File: src/rtl/isb_pkg.sv
package isb_pkg;

  localparam int LAT_W = 4;

  typedef enum logic [1:0] {
    OP_LOAD  = 2'd0,
    OP_STORE = 2'd1,
    OP_FADD  = 2'd2,
    OP_FMUL  = 2'd3
  } opClass_e;

  typedef struct packed {
    logic             issue;
    logic             reserve;
    logic [LAT_W-1:0] lat;
  } isbStrobe_t;

endpackage

File: src/rtl/isb_ctrl.sv
module isb_ctrl
  import isb_pkg::*;
#(
  parameter int NUM_REGS = 8,
  parameter int LAT_MEM  = 4,
  parameter int LAT_FP   = 3,
  localparam int REG_W   = $clog2(NUM_REGS)
) (
  input  logic                rst_n,
  input  logic                inValid,
  input  logic [1:0]          inClass,
  input  logic                inUseDst,
  input  logic [REG_W-1:0]    inDst,
  input  logic                inUseA,
  input  logic [REG_W-1:0]    inSrcA,
  input  logic                inUseB,
  input  logic [REG_W-1:0]    inSrcB,
  input  logic [NUM_REGS-1:0] srcBusy,
  input  logic [NUM_REGS-1:0] dstPend,
  output logic                inReady,
  output isbStrobe_t          strobe
);

  opClass_e opClass;
  logic     writesDst;
  logic     hazA;
  logic     hazB;
  logic     hazD;
  logic     stall;

  always_comb begin
    opClass   = opClass_e'(inClass);
    writesDst = inUseDst && (opClass != OP_STORE);
    hazA      = inUseA && srcBusy[inSrcA];
    hazB      = inUseB && srcBusy[inSrcB];
    hazD      = writesDst && dstPend[inDst];
    stall     = hazA || hazB || hazD;
    inReady   = rst_n && !stall;

    strobe.issue   = inValid && inReady;
    strobe.reserve = strobe.issue && writesDst;
    if (opClass == OP_LOAD || opClass == OP_STORE)
      strobe.lat = LAT_W'(LAT_MEM);
    else
      strobe.lat = LAT_W'(LAT_FP);
  end

endmodule

File: src/rtl/isb_datapath.sv
module isb_datapath
  import isb_pkg::*;
#(
  parameter int NUM_REGS = 8,
  parameter int TAG_W    = 4,
  parameter int CYC_W    = 16,
  localparam int REG_W   = $clog2(NUM_REGS)
) (
  input  logic                clk,
  input  logic                rst_n,
  input  isbStrobe_t          strobe,
  input  logic [REG_W-1:0]    inDst,
  input  logic [TAG_W-1:0]    inTag,
  output logic [NUM_REGS-1:0] srcBusy,
  output logic [NUM_REGS-1:0] dstPend,
  output logic                outIssue,
  output logic [TAG_W-1:0]    outTag,
  output logic [CYC_W-1:0]    outWbCycle
);

  logic [CYC_W-1:0] cycleCnt;

  always_ff @(posedge clk or negedge rst_n) begin
    if (!rst_n) cycleCnt <= '0;
    else        cycleCnt <= cycleCnt + 1'b1;
  end

  for (genvar r = 0; r < NUM_REGS; r++) begin : g_reg
    logic [LAT_W-1:0] remain;

    always_ff @(posedge clk or negedge rst_n) begin
      if (!rst_n)
        remain <= '0;
      else if (strobe.reserve && inDst == REG_W'(r))
        remain <= strobe.lat;
      else if (remain != '0)
        remain <= remain - 1'b1;
    end

    // readable once the count reaches its final (write) cycle
    assign srcBusy[r] = remain > LAT_W'(1);
    assign dstPend[r] = remain != '0;
  end

  assign outIssue   = strobe.issue;
  assign outTag     = inTag;
  assign outWbCycle = cycleCnt + CYC_W'(strobe.lat);

endmodule

File: src/rtl/issue_scoreboard.sv
module issue_scoreboard
  import isb_pkg::*;
#(
  parameter int NUM_REGS = 8,
  parameter int TAG_W    = 4,
  parameter int CYC_W    = 16,
  parameter int LAT_MEM  = 4,
  parameter int LAT_FP   = 3,
  localparam int REG_W   = $clog2(NUM_REGS)
) (
  input  logic             clk,
  input  logic             rst_n,
  input  logic             inValid,
  output logic             inReady,
  input  logic [1:0]       inClass,
  input  logic             inUseDst,
  input  logic [REG_W-1:0] inDst,
  input  logic             inUseA,
  input  logic [REG_W-1:0] inSrcA,
  input  logic             inUseB,
  input  logic [REG_W-1:0] inSrcB,
  input  logic [TAG_W-1:0] inTag,
  output logic             outIssue,
  output logic [TAG_W-1:0] outTag,
  output logic [CYC_W-1:0] outWbCycle
);

  isbStrobe_t          strobe;
  logic [NUM_REGS-1:0] srcBusy;
  logic [NUM_REGS-1:0] dstPend;

  isb_ctrl #(
    .NUM_REGS(NUM_REGS), .LAT_MEM(LAT_MEM), .LAT_FP(LAT_FP)
  ) u_ctrl (
    .rst_n(rst_n), .inValid(inValid), .inClass(inClass),
    .inUseDst(inUseDst), .inDst(inDst),
    .inUseA(inUseA), .inSrcA(inSrcA),
    .inUseB(inUseB), .inSrcB(inSrcB),
    .srcBusy(srcBusy), .dstPend(dstPend),
    .inReady(inReady), .strobe(strobe)
  );

  isb_datapath #(
    .NUM_REGS(NUM_REGS), .TAG_W(TAG_W), .CYC_W(CYC_W)
  ) u_dp (
    .clk(clk), .rst_n(rst_n), .strobe(strobe),
    .inDst(inDst), .inTag(inTag),
    .srcBusy(srcBusy), .dstPend(dstPend),
    .outIssue(outIssue), .outTag(outTag), .outWbCycle(outWbCycle)
  );

endmodule

File: config.mk
export PLATFORM = sky130hd
export DESIGN_NAME = issue_scoreboard
export DESIGN_NICKNAME = d
export VERILOG_FILES = /design/src/rtl/isb_pkg.sv /design/src/rtl/isb_ctrl.sv /design/src/rtl/isb_datapath.sv /design/src/rtl/issue_scoreboard.sv
export SDC_FILE = /design/constraint.sdc
export NUM_CORES = 1
export LEC_CHECK = 0
export BUFFER_PORTS_ARGS = -buffer_cell sky130_fd_sc_hd__buf_2
export CORE_ASPECT_RATIO = 0.8
export CORE_MARGIN = 1
export CORE_UTILIZATION = 26
export DETAILED_ROUTE_END_ITERATION = 10
export GPL_ROUTABILITY_DRIVEN = 0
export PLACE_DENSITY = 0.44
export SYNTH_ARGS = -nofsm -noshare
export SYNTH_HDL_FRONTEND = slang
export SYNTH_SLANG_ARGS = --single-unit
File: constraint.sdc
create_clock -name clk -period 3.35 [get_ports clk]
set_input_delay 0.67 -clock clk [delete_from_list [all_inputs] [get_ports clk]]
set_output_delay 0.67 -clock clk [all_outputs]
set_load 0.02 [all_outputs]
# ---- Yosys cells after proc, flatten, opt, wreduce, memory -nomap -nowiden
# Cells that the tools add are included.
dict set report word_totals {
  latchBits 0
  in_bits 21
  n_memories 0
  regBits 48
  romBits 0
  word_cells 99
  out_inout_bits 22
  ram_bits 0
}
dict set report op_classes {
  n_div 0
  mux 23
  n_addsub 10
  shift 0
  n_bitwise 0
  n_eq_ne 9
  order_cmp 11
  mul 0
  reduce_logical 37
}
# cell n
set op_table {}
lappend op_table {{2-to-1 mux 4 bit} 16}
lappend op_table {{> comparator 4 x 1 -> 1 bit (second input constant)} 8}
lappend op_table {{nonzero test 4 bit} 8}
lappend op_table {{subtractor 4 x 1 -> 4 bit (second input constant)} 8}
lappend op_table {{adder 16 x 1 -> 16 bit (second input constant)} 1}
lappend op_table {{adder 16 x 3 -> 16 bit} 1}
lappend op_table {{nonzero test 2 bit} 8}
lappend op_table {{logical AND 1 bit} 15}
lappend op_table {{== test 3 bit (second input constant)} 4}
lappend op_table {{less-than comparator 3 x 4 -> 1 bit (second input constant)} 3}
lappend op_table {{binary-select mux 1 bit (select 3 bit)} 3}
lappend op_table {{== test 3 x 2 -> 1 bit (second input constant)} 2}
lappend op_table {{== test 3 x 1 -> 1 bit (second input constant)} 1}
lappend op_table {{zero test 3 bit} 1}
lappend op_table {{logical OR 1 bit} 3}
lappend op_table {{2-to-1 mux 1 bit} 3}
lappend op_table {{2-to-1 mux 3 bit} 1}
lappend op_table {{== test 2 x 1 -> 1 bit (second input constant)} 1}
lappend op_table {{zero test 2 bit} 1}
lappend op_table {{!= test 2 x 1 -> 1 bit (second input constant)} 1}
lappend op_table {{zero test 1 bit} 1}

# ---- Depth between registers and ports, before layout
dict set report logic_depth {
  word_depth 12
  depth_mapped 9
  depth_no_buf 8
}

# ---- Hierarchy
# Synthesis repeated with hierarchy kept, for this count alone.
dict set report unflattened {
  cells_unflattened 371
  area_unflattened_um2 3353.2
}
# module cells_per_inst n_inst seq_area_each_um2 area_each_um2
set modules_own_cells {}
lappend modules_own_cells {isb_datapath 338 1 1201.2 3061.7}
lappend modules_own_cells {isb_ctrl 33 1 0.0 291.5}

# ---- Worst setup path after synthesis
# OpenSTA, ideal clock, no wires.
dict set report synth_path {
  path_kind {in2out}
  startpoint {input inClass[1]}
  endpoint {output outWbCycle[12]}
  path_buffers 1
  t_arrival_ps 2389
  slack_ps 291
  cell_stages 8
  t_required_ps 2680
  path_cell_list {inv_1 clkbuf_1 fa_1 nor2b_1 o21ai_0 nor2_1 nand4_1 xnor2_1}
}
dict set report synth_between {
  elab_chain_len 4
  word_cells_on_any_way 5
  classes_between {add/sub (1); eq/ne (1); mux (1); reduce/logical (2)}
}
# element line
set synth_lines {}
lappend synth_lines {{start: declaration} issue_scoreboard.sv:15} ;# input logic [1:0] inClass,
lappend synth_lines {{== test 2 x 1 -> 1 bit / zero test 2 bit (equally long branches)} isb_ctrl.sv:42} ;# if (opClass == OP_LOAD || opClass == OP_STORE)
lappend synth_lines {{logical OR 1 bit (*)} isb_ctrl.sv:42}
lappend synth_lines {{2-to-1 mux 3 bit (*)} isb_ctrl.sv:42}
lappend synth_lines {{adder 16 x 3 -> 16 bit (*)} isb_datapath.sv:47} ;# assign outWbCycle = cycleCnt + CYC_W'(strobe.lat);
lappend synth_lines {{end: declaration} issue_scoreboard.sv:25} ;# output logic [CYC_W-1:0] outWbCycle
# Every way passes the cells marked *; elsewhere a longest branch is shown, timed or not.

# ---- Worst setup path in the final report
dict set report layout_path {
  startpoint {register u_dp.g_reg[5].remain[0]}
  endpoint {output outIssue}
}
dict set report layout_between {
  elab_chain_len 9
  word_cells_on_any_way 16
  classes_between {order compare (1); mux (6); reduce/logical (9)}
}
# element line
set layout_lines {}
lappend layout_lines {{start: declaration} isb_datapath.sv:29} ;# logic [LAT_W-1:0] remain;
lappend layout_lines {{start signal: assignment} isb_datapath.sv:35} ;# remain <= strobe.lat;
lappend layout_lines {{start signal: assignment} isb_datapath.sv:37} ;# remain <= remain - 1'b1;
lappend layout_lines {{> comparator 4 x 1 -> 1 bit} isb_datapath.sv:41} ;# assign srcBusy[r] = remain > LAT_W'(1);
lappend layout_lines {{binary-select mux 1 bit (select 3 bit) (on tied branches)} {isb_ctrl.sv:34, isb_ctrl.sv:35}}
lappend layout_lines {{2-to-1 mux 1 bit (on tied branches)} {isb_ctrl.sv:34, isb_ctrl.sv:35}}
lappend layout_lines {{logical AND 1 bit (on tied branches)} {isb_ctrl.sv:34, isb_ctrl.sv:35}}
lappend layout_lines {{logical OR 1 bit} isb_ctrl.sv:37} ;# stall = hazA || hazB || hazD;
lappend layout_lines {{logical OR 1 bit (*)} isb_ctrl.sv:37}
lappend layout_lines {{zero test 1 bit (*)} isb_ctrl.sv:38} ;# inReady = rst_n && !stall;
lappend layout_lines {{logical AND 1 bit (*)} isb_ctrl.sv:38}
lappend layout_lines {{logical AND 1 bit (*)} isb_ctrl.sv:40} ;# strobe.issue = inValid && inReady;
lappend layout_lines {{end: declaration} issue_scoreboard.sv:23} ;# output logic outIssue,
# Every way passes the cells marked *; elsewhere a longest branch is shown, timed or not. The select of a mux whose other input is x is not followed.

==> results.md <==
- Outcome: finished clean
- CTS tree: built
- Worst Path Required: 2680 ps
- Max IR drop VDD: around 0.24 mV
- PD cells: 723 mW/mm²
- # rows: 37
- Top Layer Used: met4
- Asr flop ratio synth: 1.00
- P&R area growth vs syn: 16.4%
- Most common cell after layout, fill and taps aside: dfrtp_1
- Commonest non-fill, non-tap cells in the layout: 48 x dfrtp_1, 34 x buf_2, 31 x nor2_1
- Min Clock Period, post-route: roughly 3200 ps
- CP Max Fanout: 9
- First-pass GRT wire length: 13800 µm
- Post-CTS Resized: 0
- CTS Root Cell: clkbuf_16
- Vias post-DR: 2663
- Routed wl met2: 3330 µm
- HP Class: reg -> reg
- WL/cell: approximately 14 µm
- Placed cell areas: 0.00381 mm²
- Routed met3 length: 303 µm
- Max Transition Viols Final: 0
- Main flop type after synthesis: dfrtp_1
- Worst-margin pin slew: 675 ps
- Synthesized cell area: 0.00343 mm²
- Clk buf depth: 2
- Final period util: 0.954
- CP max stage delay: between 400 and 500 ps
- Die area: 0.0136 mm²
- Worst EP arrival: 2530 ps
- Worst Path Class, Setup: reg -> out
- Syn_area_per_cell: 9.39 µm²
- Starting DRT DRC Count: 118
- Largest area contributor in the netlist: dfrtp_1
- Final Hold Viols: 0
- Worst clock skew: slightly below 6 ps
- Peak Freq: 313 MHz
- Starting Density: 0.266
- Largest net degree at the start of global routing: 49
- Critical path cell sequence: inv_1, ha_1, nor3b_1, buf_4, mux4_2, nand2_4, nand2_1, o211a_1, and2_1, buf_2
- DRC violations left: 0
- Worst-Skew Late Latency: slightly below 300 ps
- Clock Pin Slew Worst Setup and Hold Paths: 70 ps
- Slew headroom: 0.550
- Vias in the first global route: roughly 2700
- Count of final setup violators: 0
- Seq/Total Area, Yosys: 0.350
- Setup TNS: 0 ps
- Worst path bufs/invs: 3
- Synth Register Bits: 48
- Final antenna-violating net count: 0
- H-Tree Depth: 2
- RSZ-0062 raised after global routing: false
- Static leakage: 0.00197 µW
- Gr ovfl total: 0
- Ratio of cells with drive above 1 in the final layout: 0.169
- CP max stage cell: mux4_2
- Max-Cap Viols: 0
- CTS Hold Bufs: 0
- Synth warn: 0
- TritonRoute pass-1 iters: 6
- DRT met1 WL: 4430 µm
- IO Port Bufs: 34
- Antenna diodes: 0
- Inserted Clock Buffers: 5
- Via density: approximately 4.6
- Dpl hpwl: roughly 6000 µm
- GR Util All Layers: 0.131
- Finished layout cell area: 0.00399 mm²
- Syn Inst Count: between 300 and 400
- Final WL: around 8100 µm
- Yosys top cell area share: 0.350
- Number of synthesized flops with an enable pin: 0
- Area of the core: 0.0129 mm²
- Startpoint Class: flop
- Layout Nets: 450
- Top area cells in the synthesized netlist: dfrtp_1 35%, ha_1 9.9%, xnor2_1 6.1%, mux2i_1 4.4%, xor2_1 4.1%
- Core Util, Final: 0.310
- Die X-Extent: between 100 and 150 µm
- Die Height: 105 µm
- Top delay family on crit path: simple AND/OR/NAND/NOR gates
- IO Pins: 43
- Clk sink count: between 40 and 50
- Critical path capture point type: output pin
- Setup repair bufs after CTS: 0
- Post-synth cell types: 57
- Syn_nets: 414
- Antenna violations before repair: 0
power breakdown:
group / leakage, µW / switching [µW] / total (µW) / internal, µW
registers: 0.000594 / 218 / 1010 / 789
clock network: 0.0000804 / 247 / 603 / 356
logic: 0.00130 / 677 / 1270 / 598
total: 0.00197 / 1140 / 2880 / 1740
stage by stage:
stage                     setup slack [ps]  std cells  total power [µW]  hold slack (ps)
after floorplan                        291        365              1960              374
after global placement                 219        569              2260              474
after detailed placement               140        569              2290              480
after CTS                             84.8        577              2920              494
after global routing                  8.15        577              3160              505
final                                  153        577              2880              485
logic make-up after synthesis:
family                     Yosys count  share of synthesized area
DFF                                 48                      0.350
xor gates and xnor gates            40                      0.102
muxes                               16                     0.0504
adders and majority gates           28                      0.104
and+or+nand+nor                    134                      0.207
AOI/OAI and AO/OA                   56                      0.132
buffers and inverters               43                     0.0533
sequential cells by signal, indices dropped and copies added (netlist names):
name and flops:
u_dp.cycleCnt 16, u_dp.g.remain 32
synthesized netlist by cell type, types with 5 or more instances:
cell / number
dfrtp_1: 48
nor3b_1: 5
nor2_1: 31
nand3_1: 13
o21ai_0: 8
xor2_1: 16
nor3_1: 16
nor2b_1: 9
mux2i_1: 15
xnor2_1: 24
o41ai_2: 5
or3_1: 8
buf_4: 5
inv_1: 30
ha_1: 27
nand2_1: 24
a21oi_1: 11
a21o_1: 10
clkbuf_1: 6
final timing paths:
| kind | start | cells past startpoint | slack, ps | endpoint |
|---|---|---|---|---|
| setup / recovery | u_dp.g_reg[5].remain[0] | 10 | 150 | outIssue |
| hold / removal | u_dp.cycleCnt[0] | 1 | 490 | u_dp.cycleCnt[0] |
| setup reg to reg | u_dp.g_reg[1].remain[0] | 9 | 830 | u_dp.g_reg[5].remain[2] |
| hold reg to reg | u_dp.cycleCnt[0] | 1 | 490 | u_dp.cycleCnt[0] |
| max in group asynchronous | rst_n | 2 | 2370 | u_dp.g_reg[6].remain[1] |
| min in group asynchronous | rst_n | 2 | 530 | u_dp.g_reg[1].remain[0] |
routing by layer:
layer / vias up / global-route usage
li1: 1336 / -
met5: - / 0
met2: 42 / 0.191
met3: 9 / 0.0287
met4: 0 / 0.0304
met1: 1276 / 0.194
cell type report:
class	instances	area (µm²)
multi-input cells	274	2050
clock inverters	3	46.3
repair buffers	42	230
clock buffers	5	125
fillers	1400	8880
inverters	30	113
well taps	175	219
flip-flops and latches	48	1200
(Power assumes the default switching activity.)
